<file path="config.mk">
export PLATFORM = sky130hd
export DESIGN_NAME = refill_seq
export DESIGN_NICKNAME = d
export VERILOG_FILES = /design/src/rtl/refill_pkg.sv /design/src/rtl/refill_order.sv /design/src/rtl/refill_line_store.sv /design/src/rtl/refill_fsm.sv /design/src/rtl/refill_seq.sv
export SDC_FILE = /design/constraint.sdc
export NUM_CORES = 1
export LEC_CHECK = 0
export BUFFER_PORTS_ARGS = -buffer_cell sky130_fd_sc_hd__buf_2
export CORE_AREA = 3 3 130 132
export CTS_BUF_LIST = sky130_fd_sc_hd__clkbuf_8
export DETAILED_ROUTE_END_ITERATION = 16
export DIE_AREA = 0 0 133 135
export PLACE_DENSITY = 0.89
export SYNTH_ARGS = -nofsm -noshare
export SYNTH_HDL_FRONTEND = slang
export SYNTH_SLANG_ARGS = --single-unit
export TNS_END_PERCENT = 20
</file>
<file path="constraint.sdc">
create_clock -name clk -period 3.6 [get_ports clk]
set_input_delay 1.08 -clock clk [delete_from_list [all_inputs] [get_ports clk]]
set_output_delay 1.08 -clock clk [all_outputs]
set_load 0.05 [all_outputs]
</file>
<file path="src/rtl/refill_pkg.sv">
package refill_pkg;

  typedef enum logic [1:0] {
    ST_IDLE  = 2'd0,
    ST_ISSUE = 2'd1,
    ST_WAIT  = 2'd2
  } fsm_state_t;

  localparam logic [1:0] POL_BLOCK   = 2'b00;
  localparam logic [1:0] POL_FORWARD = 2'b01;
  localparam logic [1:0] POL_WRAP    = 2'b10;

  // First unit fetched for a policy
  function automatic int unsigned first_unit(logic [1:0] pol, int unsigned miss);
    return (pol == POL_FORWARD || pol == POL_WRAP) ? miss : 0;
  endfunction

  // Number of words fetched for a policy (R3 shortens the burst)
  function automatic int unsigned burst_len(logic [1:0] pol, int unsigned miss,
                                            int unsigned n);
    return (pol == POL_FORWARD) ? n - miss : n;
  endfunction

  // Next unit, wrapping at the block end
  function automatic int unsigned step_unit(int unsigned cur, int unsigned n);
    return (cur + 1 == n) ? 0 : cur + 1;
  endfunction

endpackage

</file>
<file path="src/rtl/refill_order.sv">
module refill_order
  import refill_pkg::*;
#(
  parameter int NUM_WORDS = 4,
  parameter int IDX_W     = $clog2(NUM_WORDS)
) (
  input  logic             clk,
  input  logic             rst_n,
  input  logic             load,
  input  logic [1:0]       pol,
  input  logic [IDX_W-1:0] miss_unit,
  input  logic             advance,
  output logic [IDX_W-1:0] cur_unit,
  output logic             last_unit
);
  localparam int CNT_W = IDX_W + 1;

  logic [IDX_W-1:0] cur_q;
  logic [CNT_W-1:0] left_q;

  always_ff @(posedge clk or negedge rst_n) begin
    if (!rst_n) begin
      cur_q  <= '0;
      left_q <= '0;
    end else if (load) begin
      cur_q  <= IDX_W'(first_unit(pol, int'(miss_unit)));
      left_q <= CNT_W'(burst_len(pol, int'(miss_unit), NUM_WORDS));
    end else if (advance) begin
      cur_q  <= IDX_W'(step_unit(int'(cur_q), NUM_WORDS));
      left_q <= left_q - CNT_W'(1);
    end
  end

  assign cur_unit  = cur_q;
  assign last_unit = (left_q == CNT_W'(1));
endmodule

</file>
<file path="src/rtl/refill_line_store.sv">
module refill_line_store #(
  parameter int NUM_WORDS = 4,
  parameter int WORD_W    = 32,
  parameter int IDX_W     = $clog2(NUM_WORDS)
) (
  input  logic                        clk,
  input  logic                        rst_n,
  input  logic                        clear,
  input  logic                        wr_en,
  input  logic [IDX_W-1:0]            wr_unit,
  input  logic [WORD_W-1:0]           wr_data,
  output logic [NUM_WORDS-1:0]        word_valid,
  output logic [NUM_WORDS*WORD_W-1:0] words
);
  for (genvar g = 0; g < NUM_WORDS; g++) begin : g_word
    logic              v_q;
    logic [WORD_W-1:0] d_q;

    always_ff @(posedge clk or negedge rst_n) begin
      if (!rst_n) begin
        v_q <= 1'b0;
        d_q <= '0;
      end else if (clear) begin
        v_q <= 1'b0;
      end else if (wr_en && wr_unit == IDX_W'(g)) begin
        v_q <= 1'b1;
        d_q <= wr_data;
      end
    end

    assign word_valid[g]              = v_q;
    assign words[g*WORD_W +: WORD_W]  = d_q;
  end
endmodule

</file>
<file path="src/rtl/refill_fsm.sv">
module refill_fsm
  import refill_pkg::*;
(
  input  logic clk,
  input  logic rst_n,
  input  logic miss_valid,
  input  logic req_ready,
  input  logic rsp_valid,
  input  logic last_unit,
  output logic miss_ready,
  output logic start,
  output logic req_valid,
  output logic wr_en,
  output logic advance,
  output logic busy
);
  fsm_state_t st_q, st_d;

  always_comb begin
    st_d = st_q;
    case (st_q)
      ST_IDLE:  if (miss_valid) st_d = ST_ISSUE;
      ST_ISSUE: if (req_ready)  st_d = ST_WAIT;
      ST_WAIT:  if (rsp_valid)  st_d = last_unit ? ST_IDLE : ST_ISSUE;
      default:  st_d = ST_IDLE;
    endcase
  end

  always_ff @(posedge clk or negedge rst_n) begin
    if (!rst_n) st_q <= ST_IDLE;
    else        st_q <= st_d;
  end

  assign miss_ready = (st_q == ST_IDLE);
  assign start      = miss_ready && miss_valid;
  assign req_valid  = (st_q == ST_ISSUE);
  assign wr_en      = (st_q == ST_WAIT) && rsp_valid;
  assign advance    = wr_en && !last_unit;
  assign busy       = !miss_ready;
endmodule

</file>
<file path="src/rtl/refill_seq.sv">
module refill_seq
  import refill_pkg::*;
#(
  parameter int NUM_WORDS = 4,
  parameter int WORD_W    = 32,
  parameter int ADDR_W    = 32
) (
  input  logic                        clk,
  input  logic                        rst_n,
  input  logic                        miss_valid,
  output logic                        miss_ready,
  input  logic [ADDR_W-1:0]           miss_addr,
  input  logic [1:0]                  miss_policy,
  output logic                        busy,
  output logic                        mem_req_valid,
  input  logic                        mem_req_ready,
  output logic [ADDR_W-1:0]           mem_req_addr,
  input  logic                        mem_rsp_valid,
  input  logic [WORD_W-1:0]           mem_rsp_data,
  output logic [NUM_WORDS-1:0]        line_valid,
  output logic [NUM_WORDS*WORD_W-1:0] line_words,
  output logic                        cpu_rsp_valid,
  output logic [WORD_W-1:0]           cpu_rsp_data
);
  localparam int IDX_W  = $clog2(NUM_WORDS);
  localparam int BASE_W = ADDR_W - IDX_W;

  // Named internal events (observed by the checker)
  logic             ev_accept;
  logic             ev_issue;
  logic             ev_return;
  logic             ev_critical;
  logic             ev_advance;
  logic             last_unit;
  logic [IDX_W-1:0] cur_unit;

  logic [BASE_W-1:0] base_q;
  logic [IDX_W-1:0]  miss_unit_q;
  logic              cpu_v_q;
  logic [WORD_W-1:0] cpu_d_q;

  refill_fsm u_fsm (
    .clk        (clk),
    .rst_n      (rst_n),
    .miss_valid (miss_valid),
    .req_ready  (mem_req_ready),
    .rsp_valid  (mem_rsp_valid),
    .last_unit  (last_unit),
    .miss_ready (miss_ready),
    .start      (ev_accept),
    .req_valid  (mem_req_valid),
    .wr_en      (ev_return),
    .advance    (ev_advance),
    .busy       (busy)
  );

  refill_order #(.NUM_WORDS(NUM_WORDS), .IDX_W(IDX_W)) u_order (
    .clk       (clk),
    .rst_n     (rst_n),
    .load      (ev_accept),
    .pol       (miss_policy),
    .miss_unit (miss_addr[IDX_W-1:0]),
    .advance   (ev_advance),
    .cur_unit  (cur_unit),
    .last_unit (last_unit)
  );

  refill_line_store #(.NUM_WORDS(NUM_WORDS), .WORD_W(WORD_W), .IDX_W(IDX_W)) u_line (
    .clk        (clk),
    .rst_n      (rst_n),
    .clear      (ev_accept),
    .wr_en      (ev_return),
    .wr_unit    (cur_unit),
    .wr_data    (mem_rsp_data),
    .word_valid (line_valid),
    .words      (line_words)
  );

  always_ff @(posedge clk or negedge rst_n) begin
    if (!rst_n) begin
      base_q      <= '0;
      miss_unit_q <= '0;
    end else if (ev_accept) begin
      base_q      <= miss_addr[ADDR_W-1:IDX_W];
      miss_unit_q <= miss_addr[IDX_W-1:0];
    end
  end

  assign ev_issue    = mem_req_valid && mem_req_ready;
  assign ev_critical = ev_return && (cur_unit == miss_unit_q);

  always_ff @(posedge clk or negedge rst_n) begin
    if (!rst_n) begin
      cpu_v_q <= 1'b0;
      cpu_d_q <= '0;
    end else begin
      cpu_v_q <= ev_critical;
      if (ev_critical) cpu_d_q <= mem_rsp_data;
    end
  end

  assign mem_req_addr  = {base_q, cur_unit};
  assign cpu_rsp_valid = cpu_v_q;
  assign cpu_rsp_data  = cpu_d_q;
endmodule

</file>
### After elaboration in Yosys (flattened, before gate mapping)

Index checks and enable logic that the tools add are counted.

* $add $sub $neg: 3
* eq/ne operators: 13
* muxes and demuxes: 20
* bitwise gates (word level): 1
* reduce and logical (&&, ||, !) cells: 23

Operator list (count)
* $mux 2: 7
* $reduce_bool 2->1: 5
* $mux 1: 9
* $mux 3: 3
* $eq 2x2->1 const B: 4
* $logic_and 1x1->1: 8
* $reduce_and 2->1: 4
* $eq 2x1->1 const B: 3
* $pmux 2 s3: 1
* $logic_not 2->1: 2
* $ne 2x2->1 const B: 2
* $add 2x1->3 const B: 1
* $eq 3x1->1 const B: 1
* $eq 3x3->1 const B: 1
* $reduce_and 3->1: 1
* $sub 3x1->3 const B: 1
* $sub 3x2->3 const A: 1
* $eq 2x2->1: 1
* $logic_not 1->1: 2
* $ne 2x1->1 const B: 1
* $logic_or 1x1->1: 1
* $not 1->1: 1

* bits in registers: 204
* input bits: 71
* output and inout port bits: 200
* logic and storage cells: 75

### Depth between registers and ports, before layout

Gate-level depths: netlist (run 1).

* word-level depth: 5
* depth in mapped cells: 6
* gate-level depth less buffers: 6

### Hierarchy

A second synthesis (run 1) with hierarchy kept.

* cell total of the unflattened synthesis: 484
* area, all modules: 8030.2 sq um

By module, submodules not included
* refill_line_store: instances 1, cells an instance 296, area each 5031.1 sq um, seq. area each 3303.2 sq um
* refill_seq: instances 1, cells an instance 140, area each 2539.9 sq um, seq. area each 1626.6 sq um
* refill_order: instances 1, cells an instance 35, area each 339.1 sq um, seq. area each 125.1 sq um
* refill_fsm: instances 1, cells an instance 13, area each 120.1 sq um, seq. area each 50.0 sq um

### Worst setup path before layout (run 1)

OpenSTA, ideal clock, no wires.

* path type: reg2out
* start point: reg u_fsm.st_q[0]
* end point: out miss_ready
* arrival: 1.224 ns
* setup slack: 1.296 ns
* stages on the path, launching flop included: 3
* path buffers: 0
* path through: dfrtp_1 -> or2_2 -> inv_1

* word-level cells in the longest chain between the ends: 1

Ends and longest elaborated chain
* from (decl): RTL line refill_fsm.sv:17 `fsm_state_t st_q, st_d;`
* from (signal assigned): RTL line refill_fsm.sv:31 `else st_q <= st_d;`
* $logic_not 2->1: RTL line refill_fsm.sv:34 `assign miss_ready = (st_q == ST_IDLE);`
* to (decl): RTL line refill_seq.sv:11 `output logic miss_ready,`

No other way between the ends.

### Worst setup path in the final report (run 1)

Ends and elaborated chain as after synthesis.

==> results.md, run 1 <==
Setup path:
- STA classifies the critical path endpoint as a primary output.
- The startpoint of the most critical setup path is u_fsm.st_q[0].
- The worst setup path is launched from a register.
- The category of cells accounting for the largest share of critical-path delay is flip-flops.
- Following the worst setup path forward leads to its endpoint at miss_ready.
- The maximum single-stage delay on the critical path is 0.46 ns.
- Setup slack on the worst reg-to-reg path comes out at 1.48 ns.
- The endpoint arrival time on the critical path is 1.61 ns.
- The buffering stage count on the worst path with inverters included is 2.
- In this run the critical register-to-register path is launched from u_fsm.st_q[0].
- The count of cells along the worst register-to-register path is 5.
- The signal on the critical path passes through or2_2 > inv_1 > buf_2.
- By startpoint and endpoint, the worst setup path is classified as register to primary output.
- In this run the critical register-to-register path is captured at u_order.cur_unit[1].
- Of all nets on the critical path, the largest fanout is 7.
- The data required time of the worst path is 2.52 ns.
- The cell with the biggest individual delay on the critical path is dfrtp_1.
- Counting buffers and inverters, the worst setup path is 3 cells deep.

Global routing:
- For this run, the total global-route usage over all layers was measured as 0.2138.
- The initial antenna violation count came to 1.
- The number of global-route vias before repair is 5,675.
- The first global-routing pass estimated 30,750 um of wire.
- The total overflow left after global routing is 0.
- Entering global routing, the biggest net connects 72 pins.

Final layout:
- The net count of the finished layout is 914.
- The layout cell share with drive strength beyond 1 is 0.5729.
- The growth of design area from synthesis to finish is 23.65%.
- The number of inserted diodes is 0.
- The layout has 1,076 filler cells.
- The count of placed standard cells in the final layout, fillers left out is 1,073.

Synthesis:
- The post-synthesis area per instance is 15.79 um^2.
- Counting instances in the post-synthesis netlist gives the leading cell types as dfrtp_1, mux2_4, nand2_1.
- The total number of yosys warnings is 0.
- The synthesized instance count is 549.
- The cell taking the most area after synthesis is dfrtp_1.
- Yosys mapped the design onto 34 distinct sky130hd cell types.
- The synthesized design contains 0 enable-type register cells.
- The most used standard cell by instance count after synthesis is dfrtp_1.
- The fraction of registers with async set/reset is 1.000.
- The share of the yosys chip area belonging to registers is 0.5887.
- Of the post-synthesis cell area, the dominant cell type holds 0.5887.
- After synthesis the cells add up to 8671 um^2.
- Sorting the synthesized cells by area gives the leading types as dfrtp_1, mux2_4, nand2_1, buf_12, mux2_2.
- For this run, the leading register cell type out of synthesis is dfrtp_1.
- Synthesis produced a netlist with a net count of 629.
- The flip-flop and latch count after synthesis is 204.

STA:
- The number of pins exceeding their max-slew limit in the final report is 0.
- Of the available clock period, the critical path in the final layout requires 0.7465.
- The clock arrives with 0.01455 ns of skew.
- The final count of hold timing violations is 0.
- For the pin with the worst max-slew slack, the measured transition is 1.156 ns.
- The worst path needs 2.687 ns of the cycle, external delays included.
- Static timing analysis puts the maximum clock frequency at 372.1 MHz.
- The total negative slack is 0 ns.
- The tightest slew margin relative to the limit is 0.2277.
- Setup repair after global routing left no endpoint under its margin.
- The final worst setup slack is 0.9125 ns.
- Setup violations remaining at the end of the flow were counted as 0.

Hold path:
- The path class of the tightest hold or removal check is register to register.
- Along the worst hold path, the cell count comes to 2.

Place:
- The placed wire-length estimate is 13,000 um.
- The number of I/O port buffers is 270.
- Prior to clock tree synthesis, the placed netlist has a worst setup slack of 0.8569 ns.
- Counting tap cells, the placed design contains a total of 1,013 instances.
- The congestion estimate from routability-driven global placement came to 0.7601.

Routing:
- The routed layout has 5,316 vias.
- The number of routed nets with antenna violations is 0.
- The number of DRC markers after the initial detailed-route iteration is 231.
- The total wire length after detailed routing is 19,470 um.
- After detailed routing, the number of vias per cell comes to 4.954.
- In the final routed layout, each cell accounts on average for 18.15 um.
- The remaining design rule violation count is 0.
- The detailed-routing iteration count for the pre-antenna-repair pass is 4.

Flow run:
- Max-cap violations in this run came to 0.

Floorplan:
- The standard cell core area is 15,830 um^2.
- The number of I/O pins is 271.
- Measured along the y axis, the die boundary spans 135 um.
- The initialized floorplan defines 46 standard-cell rows.
- The die boundary width is 133 um.
- The die covers 17,960 um^2.
- For this configuration, the core starts out at a cell density of 0.5478.

Clock tree:
- Clock tree synthesis selected as its root buffer the cell clkbuf_8.
- The insertion delay of the later-clocked pin in the worst-skew pair is 0.49 ns.
- TritonCTS built the clock tree.
- The hold buffer count at cts is 0.
- The post-cts sizing count is 0.
- The clock slew seen by the registers of the worst setup and hold paths is 0.06 ns.
- Counting along the longest clock path gives a buffer depth of 3.
- The H-tree generated during clock tree synthesis spans 2 levels.
- The number of clock sinks is 204.
- The number of setup buffers added after CTS is 0.
- The number of clock buffers added by TritonCTS is 35.

Status:
- The run finished with clean final reports.
## metal layers
metal	vias up	wire [um]	global-route usage
li1	2441	-	-
met1	2638	8307	0.2799
met2	208	9566	0.3606
met3	27	1313	0.05365
met4	2	268	0.05312
met5	-	13	0
## cell families (layout without fill, tap and decap cells)
family                   Yosys count  count (layout)  synth area share
flip-flops                       204             204            0.5887
XOR/XNOR                           2               2          0.002021
AO/OA/AOI/OAI                     15              15           0.01053
multiplexers                     163             163            0.2758
adder cells (fa/ha/maj)            9               9           0.01299
AND/OR/NAND/NOR                  119             119           0.06494
buffers and inverters             37             345           0.04502
## cells in the final DEF (no fill, tap or decap), drive strengths merged, types with 2 or more instances in the layout
| cell | synthesis | routed |
|---|---|---|
| a21oi | 6 | 6 |
| a31oi | 2 | 2 |
| and2b | 2 | 2 |
| and3b | 2 | 2 |
| buf | 24 | 275 |
| bufinv | 0 | 2 |
| clkbuf | 4 | 43 |
| dfrtp | 204 | 204 |
| ha | 9 | 9 |
| inv | 9 | 24 |
| mux2 | 160 | 160 |
| mux2i | 3 | 3 |
| nand2 | 100 | 100 |
| nor2 | 6 | 6 |
| nor3b | 2 | 2 |
| o21ai | 3 | 3 |
| xnor2 | 2 | 2 |
## sequential cells by signal (all words and copies together), names as in the netlist, 2 cells and up
signal and flops:
base_q 30, cpu_rsp_data 32, miss_unit_q 2, u_fsm.st_q 2, u_line.g_word.d_q 128, u_line.g_word.v_q 4, u_order.cur_unit 2, u_order.left_q 3
## metrics by stage
| step | utilization | hold slack (ns) | area, um^2 |
|---|---|---|---|
| floorplan | - | 0.4577 | 8671 |
| global placement | 0.6332 | 0.4528 | 10020 |
| detailed placement | 0.6332 | 0.4578 | 10020 |
| CTS | 0.6774 | 0.4724 | 10720 |
| global route | 0.6774 | 0.4951 | 10720 |
| finish | 0.6774 | 0.4672 | 10720 |
## tightest hold or removal path, cell delays in order, from the launching register on
cell     delay (ns)
dfrtp_1        0.34
nand2_1        0.05
nand2_1        0.05
## area by class of cell
class | count | area [um^2] | area share
well taps | 216 | 270.3 | 0.02521
flip-flops and latches | 204 | 5105 | 0.4761
inverters | 9 | 33.78 | 0.003151
repair buffers | 276 | 1430 | 0.1334
clock inverters | 18 | 121.4 | 0.01132
clock buffers | 42 | 578.1 | 0.05392
multi-input cells | 308 | 3183 | 0.2969
## how the worst min path moves through the flow
stage / start / end
3_3_place_gp: base_q[18] / base_q[18]
3_5_place_dp: base_q[18] / base_q[18]
2_1_floorplan: u_order.left_q[2] / u_order.left_q[2]
4_1_cts: base_q[16] / base_q[16]
5_1_grt: base_q[2] / base_q[2]
6_report: base_q[16] / base_q[16]
Power of run 1 is not shown: default switching activity piles up to over one toggle a cycle in this logic, so the estimate is an artifact.
==> run 2: changes to the inputs <==
--- a/config.mk
+++ b/config.mk
@@ -6,11 +6,11 @@
 export NUM_CORES = 1
 export LEC_CHECK = 0
 export BUFFER_PORTS_ARGS = -buffer_cell sky130_fd_sc_hd__buf_2
-export CORE_AREA = 3 3 130 132
+export CORE_AREA = 3 3 132 134
 export CTS_BUF_LIST = sky130_fd_sc_hd__clkbuf_8
 export DETAILED_ROUTE_END_ITERATION = 16
-export DIE_AREA = 0 0 133 135
-export PLACE_DENSITY = 0.89
+export DIE_AREA = 0 0 135 137
+export PLACE_DENSITY = 0.87
 export SYNTH_ARGS = -nofsm -noshare
 export SYNTH_HDL_FRONTEND = slang
 export SYNTH_SLANG_ARGS = --single-unit
==> constraint.sdc (replaced) <==
create_clock -name clk -period 2.8 [get_ports clk]
set_input_delay 0.84 -clock clk [delete_from_list [all_inputs] [get_ports clk]]
set_output_delay 0.84 -clock clk [all_outputs]
set_load 0.05 [all_outputs]
==> run 2 against run 1 <==
Effect of this change:
- first-iteration DRC count decreased by 20%
- setup slack got worse by 0.56 ns
- sequential share of layout area decreased by 0.33 points
- via count increased by 2.5%
- largest cell class unchanged
- count of clock-buffer cells in the layout increased by 4
- highest routed layer is now met4
- routed wire length increased by 1.9%
- worst hold slack got worse by 0.14 ns
==> results.md, run 2 (synthesis gave the netlist of run 1 again) <==
Setup path:
- The critical path class is register to primary output.
- The endpoint arrival time on the critical path is 1.61 ns (about the same).
- The endpoint identified for the worst register-to-register timing path is u_line.g_word[1].d_q[20].
- The worst setup path is captured at a primary output.
- The worst register-to-register path begins at u_fsm.st_q[0].
- The count of cells along the worst register-to-register path was 4 (-1).
- The maximum fanout encountered on the critical timing path is 7 (unchanged).
- The data required time of the worst path was 1.96 ns (-0.56 ns).
- The worst setup path is launched from a register.
- The slack of the worst reg-to-reg path is 0.92 ns (-0.56 ns).

Global routing:
- The initial antenna violation count is 0 (-1).
- The met2 layer usage reported by global route came to 0.3291 (-0.03154).
- The global-route track usage on met1 came to 0.2961 (+0.01614).
- The global-route track usage on met3 is 0.04669 (-0.006960).
- The overall track demand over capacity in global routing was 0.2121 (-0.001696).
- The global-route wire length before repair is 30,910 um (+0.54%).
- After global routing, the most crowded layer is met2.
- The remaining global-route overflow came to 0 (unchanged).
- The number of global-route vias before repair is 5,553 (-2.1%).
- The maximum number of pins on one net before global-route repair came to 59 (-18%).

Routing:
- The remaining design rule violation count is 0 (unchanged).
- The number of routed nets with antenna violations is 0 (unchanged).
- The via density per instance is 5.037 (+1.7%).
- The number of DRC markers after the initial detailed-route iteration is 184 (-20%).
- The detailed-routing iteration count for the pre-antenna-repair pass is 4 (unchanged).
- The count of vias placed by the detailed router came to 5,450 (+2.5%).
- The detail-routed net length per standard cell is 18.33 um (+1.0%).
- The total wire length after detailed routing is 19,840 um (+1.9%).

Floorplan:
- The effective utilization at floorplan is 0.5285 (-0.01934).
- The die area is 18,500 um^2 (+3.0%).
- The number of placement rows was 47 (+2.2%).
- The vertical die dimension was 137 um (+1.5%).
- The die boundary width is 135 um (+1.5%).
- The number of I/O pins was 271 (unchanged).
- The standard cell core area is 16,410 um^2 (+3.7%).

Final layout:
- The number of inserted diodes is 0 (unchanged).
- The register name with the most flops is u_line.g_word.d_q.
- The net count of the finished layout is 917 (+0.33%).
- Leaving out fill and tap cells, the most frequent cells in the layout are buf_2, dfrtp_1, mux2_4.
- The number of flip-flops in the largest register came to 128 (unchanged).
- The cell area after layout was 10,800 um^2 (+0.69%).
- The count of placed standard cells in the final layout, fillers left out came to 1,082 (+0.84%).
- The layout cell share with drive strength beyond 1 came to 0.5824 (+0.009438).
- The number of fill cells in the layout was 1,195 (+11%).
- The library cell used most frequently in the layout, excluding fill and tap cells, is buf_2.
- The growth of design area from synthesis to finish is 24.50%.

Clock tree:
- The library cell used as clock root buffer is clkbuf_8.
- The post-cts sizing count was 0 (unchanged).
- The clock buffer count from CTS is 34 (-2.9%).
- The number of H-tree levels came to 2 (unchanged).
- The number of clock sinks is 204 (unchanged).
- The hold buffer count at cts was 0 (unchanged).
- The insertion delay of the later-clocked pin in the worst-skew pair is 0.49 ns (about the same).
- The clock slew seen by the registers of the worst setup and hold paths was 0.06 ns (about the same).
- The clock tree from TritonCTS is done.
- The number of setup buffers added after CTS is 0 (unchanged).
- The number of buffers on the longest clock path was 3 (unchanged).

STA:
- The upper clock frequency limit is 407.8 MHz.
- Setup repair after global routing left no endpoint under its margin.
- The shortest period the worst path allows is 2.452 ns.
- The total negative slack is 0 ns (unchanged).
- The number of failing setup endpoints in the final timing report was 0 (unchanged).
- The tightest slew margin relative to the limit came to 0.6613 (+0.4335).
- The clock skew was 0.01117 ns (-0.003386 ns).
- In the finished design, the share of the clock period the worst path needs comes to 0.8758.
- The final worst setup slack came to 0.3479 ns (-0.5647 ns).
- The final count of hold timing violations is 0 (unchanged).
- The number of pins exceeding their max-slew limit in the final report is 0 (unchanged).
- The worst-margin pin slew was 0.5081 ns (-0.6475 ns).

Place:
- The placed wire-length estimate is 13,380 um (+3.0%).
- The cell total after placement came to 1,021 (+0.79%).
- The placement-stage cell area is 10,070 um^2 (+0.47%).
- The post-placement worst setup slack is 0.5152 ns (-0.3417 ns).
- The number of I/O port buffers is 270 (unchanged).
- The weighted congestion reported at the end of routability-driven placement is 0.7663 (+0.82%).

Hold path:
- The worst hold path belongs to the class input port to asynchronous set/reset pin.

Status:
- The run finished with clean final reports.

Flow run:
- The number of maximum-capacitance constraint violations came to 0 (unchanged).
[run 2: cell count changes in the layout (fill, tap and decap cells not counted), sizes merged]
| cell | before | now |
|---|---|---|
| clkinv | 1 | 5 |
| bufinv | 2 | 1 |
| clkbuf | 43 | 47 |
| buf | 275 | 279 |
| inv | 24 | 18 |
[run 2: final cells by class]
cell class | count | area (um^2) | area share
multi-input combinational | 308 | 3183 | 0.2949
timing repair buffer | 280 | 1473 | 0.1364
sequential | 204 | 5105 | 0.4729
clock inverter | 15 | 92.59 | 0.008577
inverter | 9 | 33.78 | 0.003129
tap | 220 | 275.3 | 0.02550
clock buffer | 46 | 633.1 | 0.05865
[run 2: critical path, cell delays in order (launching register included)]
cell	delay (ns)
dfrtp_1	0.46
or2_2	0.34
inv_1	0.07
buf_2	0.25
[run 2: metal layers]
layer  vias up  part of all wire  wire length (um)
met4         0             0.030               588
met3        45             0.065              1283
li1       2436                 -                 -
met5         -                 0                 0
met1      2749              0.43              8575
met2       220              0.47              9387
[run 2: how the worst max path moves through the flow]
stage / to / depth (start not counted) / start / slack, ns
after detailed placement: u_line.g_word[1].d_q[30] / 5 / mem_rsp_valid / 0.52
after floorplan: miss_ready / 2 / u_fsm.st_q[0] / 0.74
final: miss_ready / 3 / u_fsm.st_q[0] / 0.35
after CTS: miss_ready / 3 / u_fsm.st_q[0] / 0.31
after global placement: u_line.g_word[1].d_q[23] / 5 / mem_rsp_valid / 0.54
after global routing: miss_ready / 3 / u_fsm.st_q[0] / 0.25
[run 2: stage by stage]
| step | util | hold slack, ns |
|---|---|---|
| 2_1_floorplan | - | 0.4577 |
| 3_3_place_gp | 0.6137 | 0.4534 |
| 3_5_place_dp | 0.6137 | 0.4579 |
| 4_1_cts | 0.6580 | 0.3143 |
| 5_1_grt | 0.6580 | 0.3449 |
| 6_report | 0.6580 | 0.3250 |
Power of run 2 is left out for the same reason.
==> run 3: changes to the inputs <==
--- a/config.mk
+++ b/config.mk
@@ -5,7 +5,7 @@
 export SDC_FILE = /design/constraint.sdc
 export NUM_CORES = 1
 export LEC_CHECK = 0
-export BUFFER_PORTS_ARGS = -buffer_cell sky130_fd_sc_hd__buf_2
+export BUFFER_PORTS_ARGS = -buffer_cell sky130_fd_sc_hd__clkbuf_2
 export CORE_AREA = 3 3 132 134
 export CTS_BUF_LIST = sky130_fd_sc_hd__clkbuf_8
 export DETAILED_ROUTE_END_ITERATION = 16
==> run 3 against run 2 <==
Effect of this change:
- first-iteration DRC count increased by 4.3%
- sequential share of layout area increased by 0.082 points
- core utilization decreased by 0.11 points
- critical endpoint unchanged
- largest cell class unchanged
- count of clock-buffer cells in the layout unchanged
- global-route usage decreased by 0.056 points
==> results.md, run 3 (synthesis gave the netlist of run 1 again) <==
Clock tree:
- The number of clock sinks came to 204 (unchanged).
- The hold buffer count at cts came to 0 (unchanged).
- The clock slew seen by the registers of the worst setup and hold paths is 0.06 ns (about the same).
- The insertion delay of the later-clocked pin in the worst-skew pair was 0.49 ns (about the same).
- The clock buffer count from CTS is 34 (unchanged).
- The clock tree from TritonCTS is done.
- The number of H-tree levels is 2 (unchanged).
- The post-cts sizing count is 0 (unchanged).
- The number of setup buffers added after CTS is 0 (unchanged).
- The library cell used as clock root buffer is clkbuf_8.
- The number of buffers on the longest clock path is 3 (unchanged).

Setup path:
- The critical path starts at u_fsm.st_q[0].
- The maximum fanout encountered on the critical timing path is 7 (unchanged).
- The critical path class is register to primary output.
- The slack of the worst reg-to-reg path is 0.90 ns (-0.02 ns).
- Traced cell by cell, the critical path runs through or2_2 > inv_1 > clkbuf_2.
- The category of cells accounting for the largest share of critical-path delay is flip-flops.
- The endpoint arrival time on the critical path is 1.63 ns (+0.02 ns).
- The maximum single-stage delay on the critical path is 0.46 ns (about the same).
- The startpoint type of the worst setup path is a register.
- The data required time of the worst path is 1.96 ns (about the same).
- The buffering stage count on the worst path with inverters included was 2 (unchanged).
- The reg-to-reg endpoint is u_line.g_word[3].d_q[26].
- The worst setup path is captured at a primary output.
- The logic depth of the worst setup path including buffers is 3 (unchanged).
- The launching point of the worst reg2reg path is u_fsm.st_q[0].
- The cell with the biggest individual delay on the critical path is dfrtp_1.
- In this run the worst setup path terminates at miss_ready.
- The count of cells along the worst register-to-register path is 4 (unchanged).

STA:
- The number of failing setup endpoints in the final timing report was 0 (unchanged).
- The tightest slew margin relative to the limit is 0.6488 (-0.01250).
- The final period utilization is 0.8836 (+0.007836).
- The final worst setup slack is 0.3259 ns (-0.02194 ns).
- The total negative slack is 0 ns (unchanged).
- The shortest period the worst path allows came to 2.474 ns (+0.02194 ns).
- The clock skew came to 0.02333 ns (+0.01216 ns).
- The worst-margin pin slew came to 0.5269 ns (+0.01876 ns).
- The number of pins exceeding their max-slew limit in the final report came to 0 (unchanged).
- Setup repair after global routing left no endpoint under its margin.
- The upper clock frequency limit is 404.2 MHz (-0.89%).
- The final count of hold timing violations was 0 (unchanged).

Global routing:
- The overall track demand over capacity in global routing was 0.2115 (-0.0005573).
- The global-route wire length before repair is 30,830 um (-0.27%).
- The number of global-route vias before repair was 5,618 (+1.2%).
- The remaining global-route overflow is 0 (unchanged).
- The initial antenna violation count is 0 (unchanged).
- The maximum number of pins on one net before global-route repair is 66 (+12%).

Routing:
- The total wire length after detailed routing is 19,610 um (-1.1%).
- The detail-routed net length per standard cell is 18.19 um (-0.77%).
- The remaining design rule violation count is 0 (unchanged).
- The detailed-routing iteration count for the pre-antenna-repair pass came to 4 (unchanged).
- The count of vias placed by the detailed router is 5,361 (-1.6%).
- The number of DRC markers after the initial detailed-route iteration came to 192 (+4.3%).
- The number of routed nets with antenna violations was 0 (unchanged).
- The via density per instance was 4.973 (-1.3%).

Final layout:
- The cell area after layout is 10,780 um^2 (-0.17%).
- The number of flip-flops in the largest register is 128 (unchanged).
- The register name with the most flops is u_line.g_word.d_q.
- Leaving out fill and tap cells, the most frequent cells in the layout are clkbuf_2, dfrtp_1, mux2_4.
- Relative to the synthesized area, the layout overhead comes to 24.29%.
- The net count of the finished layout is 918 (+0.11%).
- The layout cell share with drive strength beyond 1 is 0.5828 (about the same).
- Leaving out fill and tap cells, the most frequent cell in the layout is clkbuf_2.
- The count of placed standard cells in the final layout, fillers left out was 1,078 (-0.37%).
- The number of fill cells in the layout is 1,172 (-1.9%).
- The number of inserted diodes is 0 (unchanged).

Status:
- The run finished with clean final reports.

Floorplan:
- The number of I/O pins is 271 (unchanged).
- The die area was 18,500 um^2 (unchanged).
- The standard cell core area is 16,410 um^2 (unchanged).
- The effective utilization at floorplan is 0.5285 (unchanged).
- The number of placement rows is 47 (unchanged).
- The vertical die dimension came to 137 um (unchanged).
- The die boundary width came to 135 um (unchanged).

Place:
- The post-placement worst setup slack was 0.4894 ns (-0.02581 ns).
- The placement-stage cell area is 10,080 um^2 (about the same).
- The number of I/O port buffers is 270 (unchanged).
- The weighted congestion reported at the end of routability-driven placement came to 0.7617 (-0.60%).
- The cell total after placement is 1,022 (+0.098%).
- The placed wire-length estimate is 13,700 um (+2.4%).

Flow run:
- The number of maximum-capacitance constraint violations is 0 (unchanged).

Hold path:
- In this run the worst hold path is classified as input port to asynchronous set/reset pin.
run 3: cell count changes in the layout (fill, tap and decap cells not counted), sizes merged:
cell	change
clkbuf	+269
inv	-2
clkinv	-3
buf	-268
run 3: per-layer routing:
metal,global-route usage,routed length [um]
met5,0,0
met1,0.2831,8415
met3,0.05294,1261
met4,0.06831,458
met2,0.3421,9474
run 3: area by class of cell:
cell class | count | area (um^2) | share of cell area
Clock buffer | 46 | 633.1 | 0.05875
Tap cell | 220 | 275.3 | 0.02554
Timing Repair Buffer | 281 | 1480 | 0.1374
Inverter | 9 | 33.78 | 0.003135
Clock inverter | 10 | 66.31 | 0.006153
Multi-Input combinational cell | 308 | 3183 | 0.2954
Sequential cell | 204 | 5105 | 0.4737
run 3: worst min-delay path by stage:
stage	startpoint	end	slack [ns]
2_1_floorplan	u_order.left_q[2]	u_order.left_q[2]	0.46
3_3_place_gp	base_q[21]	base_q[21]	0.46
3_5_place_dp	base_q[22]	base_q[22]	0.46
4_1_cts	rst_n	u_line.g_word[2].d_q[31]	0.32
5_1_grt	rst_n	cpu_rsp_data[12]	0.34
6_report	rst_n	u_line.g_word[2].d_q[13]	0.34
run 3: worst register-to-register path: stages, from the launching register on:
cell     delay [ns]
dfrtp_1        0.46
and3b_1        0.32
buf_4          0.29
nand2_8        0.29
mux2_4         0.41
run 3: through the flow:
step                hold WS (ns)    util
floorplan                 0.4577       -
global placement          0.4577  0.6142
detailed placement        0.4616  0.6142
CTS                       0.3249  0.6568
global route              0.3424  0.6568
finish                    0.3389  0.6568
Power of run 3 is left out for the same reason.
